File: src/rtl/etd_pkg.sv
package etd_pkg;
  localparam int unsigned AMODE_W = 2;

  typedef enum logic [AMODE_W-1:0] {
    AM_PLAIN   = 2'b00,
    AM_POSTINC = 2'b01,
    AM_NEXT    = 2'b10,
    AM_PLAIN2  = 2'b11
  } amode_e;

  typedef struct packed {
    logic range_e;
    logic ptr_e;
    logic frame_e;
    logic priv_e;
  } err_vec_t;

  function automatic logic amode_updates(input logic [AMODE_W-1:0] m);
    return (m == AM_POSTINC) || (m == AM_NEXT);
  endfunction
endpackage

File: src/rtl/etd_ptr_unit.sv
module etd_ptr_unit #(
  parameter int unsigned DW = 32,
  parameter int unsigned CHUNK = 8
) (
  input  logic                        valid,
  input  logic                        mem,
  input  logic [DW-1:0]               addr,
  input  logic [etd_pkg::AMODE_W-1:0] amode,
  output logic                        ptr_err,
  output logic                        suppress,
  output logic                        wb_en
);
  localparam int unsigned NCH = DW / CHUNK;

  logic [NCH-1:0] chunk_nz;

  generate
    for (genvar g = 0; g < NCH; g++) begin : g_nz
      assign chunk_nz[g] = |addr[g*CHUNK +: CHUNK];
    end
  endgenerate

  logic addr_zero;
  logic access;

  always_comb begin
    addr_zero = ~|chunk_nz;
    access    = valid & mem;
    ptr_err   = access & addr_zero;
    suppress  = ptr_err;
    wb_en     = access & etd_pkg::amode_updates(amode);
  end
endmodule

File: src/rtl/etd_cond_unit.sv
module etd_cond_unit #(
  parameter int unsigned DW = 32
) (
  input  logic          valid,
  input  logic          ovf,
  input  logic          frame,
  input  logic [DW-1:0] frame_top,
  input  logic [DW-1:0] bound,
  input  logic          cur_user,
  input  logic          priv,
  input  logic          ret,
  input  logic          ret_user,
  output logic          range_err,
  output logic          frame_err,
  output logic          priv_err
);
  logic top_ge_bound;
  logic lacks_priv;

  always_comb begin
    top_ge_bound = (frame_top >= bound);
    lacks_priv   = cur_user | (ret & ret_user);
    range_err    = valid & ovf;
    frame_err    = valid & frame & top_ge_bound;
    priv_err     = valid & priv & lacks_priv;
  end
endmodule

File: src/rtl/etd_req_reg.sv
module etd_req_reg (
  input  logic              clk,
  input  logic              rst_n,
  input  etd_pkg::err_vec_t errs,
  input  logic              override,
  output logic              req
);
  logic any_err;

  always_comb any_err = |errs;

  always_ff @(posedge clk or negedge rst_n) begin
    if (!rst_n) req <= 1'b0;
    else        req <= any_err & ~override;
  end
endmodule

File: src/rtl/err_trap_detect.sv
module err_trap_detect #(
  parameter int unsigned DW = 32,
  parameter int unsigned CHUNK = 8
) (
  input  logic                        clk,
  input  logic                        rst_n,
  input  logic                        iss_valid,
  input  logic                        iss_ovf,
  input  logic                        iss_mem,
  input  logic [DW-1:0]               iss_addr,
  input  logic [etd_pkg::AMODE_W-1:0] iss_amode,
  input  logic                        iss_frame,
  input  logic [DW-1:0]               iss_frame_top,
  input  logic [DW-1:0]               stk_bound,
  input  logic                        cur_user,
  input  logic                        iss_priv,
  input  logic                        iss_ret,
  input  logic                        ret_user,
  input  logic                        hi_prio_exc,
  output logic                        exc_req,
  output logic                        mem_suppress,
  output logic                        addr_wb_en
);
  etd_pkg::err_vec_t errs;

  etd_ptr_unit #(.DW(DW), .CHUNK(CHUNK)) u_ptr (
    .valid    (iss_valid),
    .mem      (iss_mem),
    .addr     (iss_addr),
    .amode    (iss_amode),
    .ptr_err  (errs.ptr_e),
    .suppress (mem_suppress),
    .wb_en    (addr_wb_en)
  );

  etd_cond_unit #(.DW(DW)) u_cond (
    .valid     (iss_valid),
    .ovf       (iss_ovf),
    .frame     (iss_frame),
    .frame_top (iss_frame_top),
    .bound     (stk_bound),
    .cur_user  (cur_user),
    .priv      (iss_priv),
    .ret       (iss_ret),
    .ret_user  (ret_user),
    .range_err (errs.range_e),
    .frame_err (errs.frame_e),
    .priv_err  (errs.priv_e)
  );

  etd_req_reg u_req (
    .clk      (clk),
    .rst_n    (rst_n),
    .errs     (errs),
    .override (hi_prio_exc),
    .req      (exc_req)
  );
endmodule

File: config.mk
export PLATFORM = sky130hd
export DESIGN_NAME = err_trap_detect
export DESIGN_NICKNAME = d
export VERILOG_FILES = /design/src/rtl/etd_pkg.sv /design/src/rtl/etd_ptr_unit.sv /design/src/rtl/etd_cond_unit.sv /design/src/rtl/etd_req_reg.sv /design/src/rtl/err_trap_detect.sv
export SDC_FILE = /design/constraint.sdc
export NUM_CORES = 1
export LEC_CHECK = 0
export ABC_AREA = 1
export CORE_MARGIN = 4
export CORE_UTILIZATION = 30
export CTS_BUF_LIST = sky130_fd_sc_hd__clkbuf_2 sky130_fd_sc_hd__clkbuf_4 sky130_fd_sc_hd__clkbuf_8
export CTS_CLUSTER_DIAMETER = 100
export DETAILED_ROUTE_END_ITERATION = 6
export GPL_ROUTABILITY_DRIVEN = 1
export PLACE_DENSITY = 0.95
export REMOVE_ABC_BUFFERS = 1
export SYNTH_ARGS = -nofsm -noshare
export SYNTH_HDL_FRONTEND = slang
export SYNTH_SLANG_ARGS = --single-unit
File: constraint.sdc
create_clock -name clk -period 1.7 [get_ports clk]
set_input_delay 0.51 -clock clk [delete_from_list [all_inputs] [get_ports clk]]
set_output_delay 0.51 -clock clk [all_outputs]
set_load 0.1 [all_outputs]
# After elaboration in Yosys (flattened, before gate mapping)

Index checks and enable logic that the tools add are counted.

Output and inout port bits: 3
Register bits after elaboration: 1

Bitwise gates (word level): 12
Equality and inequality tests: 2
Magnitude comparators: 1
Reduce and logical (&&, ||, !) cells: 4

Operators with widths:

| kind                                                 | number |
|---|---|
| >= comparator 32 bit                                 | 1 |
| OR reduction 32 bit                                  | 1 |
| bitwise AND 1 bit                                    | 10 |
| OR reduction 4 bit                                   | 1 |
| equality test 2 x 1 -> 1 bit (second input constant) | 1 |
| equality test 2 bit (second input constant)          | 1 |
| logical NOT 1 bit                                    | 1 |
| logical OR 1 bit                                     | 1 |
| NOT 1 bit                                            | 1 |
| bitwise OR 1 bit                                     | 1 |

# Logic depth before layout (Yosys ltp)

Depth in word-level cells: 5
Mapped depth: 15
Depth with buffers taken out: 15

# Hierarchy

Synthesis repeated with hierarchy kept, for this count alone.

Cells, all modules: 185
Area, all modules: 1086.0 sq um

By module, submodules not included:

| module        | sequential area each (sq um) | instances | area an instance (sq um) | cells an instance |
|---|---|---|---|---|
| etd_cond_unit | 0.0                          | 1         | 909.6                    | 147 |
| etd_ptr_unit  | 0.0                          | 1         | 138.9                    | 34 |
| etd_req_reg   | 25.0                         | 1         | 37.5                     | 4 |

# Worst setup path after synthesis

Ideal clock, no wire load.

Path type: input -> output
Start: input iss_amode[1] (netlist name)
End: output addr_wb_en
Path buffers: 0
Arrival: 1873 ps
Stages: 2
Data required time: 1190 ps
Slack: -683 ps
Path through: xnor2_1 -> nor2_1

Cells in the longest elaborated chain, start to end: 3
Elaborated cells between the ends (all ways): 4
Classes of those cells: eq/ne: 2; bitwise: 1; reduce/logical: 1

Ends and longest elaborated chain:

| item                                                                       | line                  | text |
|---|---|---|
| start, declared                                                            | err_trap_detect.sv:11 | `input logic [etd_pkg::AMODE_W-1:0] iss_amode,` |
| equality test 2 x 1 -> 1 bit / equality test 2 bit (equally long branches) | etd_pkg.sv:19         | `return (m == AM_POSTINC) \|\| (m == AM_NEXT);` |
| logical OR 1 bit *                                                         | etd_pkg.sv:19         |  |
| bitwise AND 1 bit *                                                        | etd_ptr_unit.sv:31    | `wb_en = access & etd_pkg::amode_updates(amode);` |
| end, declared                                                              | err_trap_detect.sv:22 | `output logic addr_wb_en` |

Every way passes the cells marked *; elsewhere a longest branch is shown, timed or not.

# Final worst setup path

Start: input iss_addr[2]
End: output mem_suppress

Cells in the longest elaborated chain, start to end: 3

Ends and longest elaborated chain:

| item                | line                  | text |
|---|---|---|
| start, declared     | err_trap_detect.sv:10 | `input logic [DW-1:0] iss_addr,` |
| OR reduction 32 bit | etd_ptr_unit.sv:27    | `addr_zero = ~\|chunk_nz;` |
| logical NOT 1 bit   | etd_ptr_unit.sv:27    |  |
| bitwise AND 1 bit   | etd_ptr_unit.sv:29    | `ptr_err = access & addr_zero;` |
| end, declared       | err_trap_detect.sv:21 | `output logic mem_suppress,` |

Every way passes these cells.

==> summary.md <==
| Metric | Value |
|---|---|
| Outcome | finished, violations left |
| Violated checks | setup timing |
| Synthesized cell area | 1060 sq um |
| Async SR Flop Fraction | 100% |
| Area contributors post-synth | ha_1 (38%), inv_1 (15%), nand2_1 (13%) |
| Synthesis-to-finish area growth | 149% |
| Crit path DAT | 1420 ps |
| Vias/cell | 4.63 |
| Global-route wire length before repair | 7.56 mm |
| Initial antenna violation count | 0 |
| Max FO, Critical Path | 2 |
| Port bufs | 111 |
| Type of the tightest min-delay check | input pin to async pin |
| Netlist cell types | 20 |
| Critical Path RT | 1190 ps |
| Power per Cell Area | 250 nW/um^2 |
| Largest register FFs | 1 |
| Top Registers | u_req.req (1) |
| Total GRT Usage | 21.8% |
| Fin. Hold Viols | 0 |
| CP startpoint kind | input pin |
| DP Area | 2270 sq um |
| CP Cell Sequence | buf_2, nor4_4, nand3_1, nor2_4, buf_12 |
| Top cells by count, synth | inv_1 (43), nand2_1 (38), ha_1 (32), nor2_1 (16), a21oi_1 (14) |
| Rows | 21 |
| Slew Limit Headroom | 84.7% |
| Number of synthesized flops with an enable pin | 0 |
| Fillers | 238 |
| Core ar. | 3360 sq um |
| Sum of buffers and inverters on the critical path | 2 |
| Dpl ws | -653 ps |
| GP Congestion | 0.754 |
| ANT nets after route | 0 |
| Synth Warn # | 0 |
| DR WL/cell | 15.2 um |
| Peak supply drop | 0.000124 V |
| Largest net degree at the start of global routing | 4 |
| I/O pin count | 112 |
| Initial drt markers | 32 |
| Crit share post-route | 114% |
| Via Count | 1,551 |
| Cell with the most instances after synthesis | inv_1 |
| Max-cap violations | 0 |
| Peak Freq | 518 MHz |
| Critical path's slowest cell | nor4_4 |
| Most flops, register | u_req.req |
| Critical path class | input pin to output port |
| Post-Route Setup TNS | -258 ps |
| Cell count after synthesis | 174 |
| Syn Area/Cell | 6.08 sq um |
| Multi-input gate area | 1390 sq um |
| Die span in y | 67.4 um |
| Seq/Total Area, Yosys | 2.37% |
| Die ar. | 4540 sq um |
| Die width | 67.4 um |
| Total gr overflow | 0 |
| Layout cells sized above 1 | 64.7% |
| Final setup fails | 2 |
| Vias in the first global route | 1,745 |
| Pleak | 1.24 nW |
| Slew Limit Fails | 0 |
| Unrepaired setup endpoints after global routing | true |
| Crit path capture type | output port |
| DP Wirelength | 4.03 mm |
| Clk slew on worst S/H paths | 0 ps |
| Worst-Margin Slew | 227 ps |
| Register Area | 25.0 sq um |
| Most used flip-flop cell after synthesis | dfrtp_1 |
| Initial Utilization | 31.4% |
| Cell taking the most area after synthesis | ha_1 |
| Final WS setup | -232 ps |
| Crit path time final | 1930 ps |
| WL final | 5.09 mm |
| Nets@finish | 432 |
| Pre-antenna DRT Iters | 4 |
| Post-synth top area share | 37.9% |
| Cts hold-fix bufs | 0 |
| N_diodes | 0 |
| Number of synthesized register bits | 1 |
| Residual DRC | 0 |
| Crit path max-delay family | simple AND/OR/NAND/NOR gates |
| Final instance area | 2640 sq um |
| CP peak stage delay | 270 ps |
[per-layer routing]
layer | vias up | wire length, um | track usage (%)
li1 | 785 | - | -
met1 | 689 | 1720 | 22.5
met4 | 0 | 186 | 8.61
met3 | 20 | 255 | 2.50
met5 | - | 0 | 0
met2 | 57 | 2930 | 43.6
[cell type report]
| type | count | area share (%) |
|---|---|---|
| repair buffers | 115 | 37.7 |
| inverters | 44 | 6.45 |
| well taps | 46 | 2.18 |
| flip-flops and latches | 1 | 0.949 |
| multi-input cells | 129 | 52.7 |
[per-stage QoR]
step	util (%)	instances	power (mW)	hold WS, ps
finish	78.4	335	0.659	663
detailed placement	67.5	333	0.525	663
CTS	77.3	335	0.627	666
global placement	67.5	333	0.506	660
floorplan	-	174	0.216	214
global route	78.4	335	0.714	675
[power by group]
| group | switching, mW | leakage [nW] | total (mW) | internal (mW) |
|---|---|---|---|---|
| logic | 0.277 | 1.23 | 0.631 | 0.354 |
| clock network | 0 | 0 | 0 | 0 |
| registers | 0.00158 | 0.0131 | 0.0275 | 0.0259 |
| total | 0.279 | 1.24 | 0.659 | 0.380 |
[repair_timing]
action	4_1_cts	5_1_grt
hold endpoints to repair	0	0
gates resized for setup	418	17
buffers inserted	2	0
pin swaps	99	19
setup endpoints to repair	3	3
[placed cells by master, fill, tap and decap left out, types with 6 or more instances in the layout]
cell             count
a21oi_1              8
a21oi_2              8
buf_2               41
buf_6               31
clkdlybuf4s15_1     16
clkdlybuf4s15_2      6
clkdlybuf4s50_1      8
ha_4                28
inv_1               15
inv_2               27
nand2_1             27
nand2_2             10
nor2_1               9
nor2_2               7
[cells by family after synthesis]
group / Yosys count / synth area share [%]
and+or+nand+nor: 71 / 29.5
buffers and inverters: 44 / 15.6
adders and majority gates: 32 / 37.9
AOI/OAI and AO/OA: 25 / 13.8
xor gates and xnor gates: 1 / 0.829
DFF: 1 / 2.37
[path summary, 6_finish.rpt]
| path | start | to | slack (ps) | cells after the start |
|---|---|---|---|---|
| setup / recovery | iss_addr[2] | mem_suppress | -230 | 5 |
| hold / removal | rst_n | u_req.req | 660 | 1 |
| max in group asynchronous | rst_n | u_req.req | 940 | 1 |
| min in group clk | iss_valid | u_req.req | 1010 | 6 |
(Power assumes the default switching activity.)
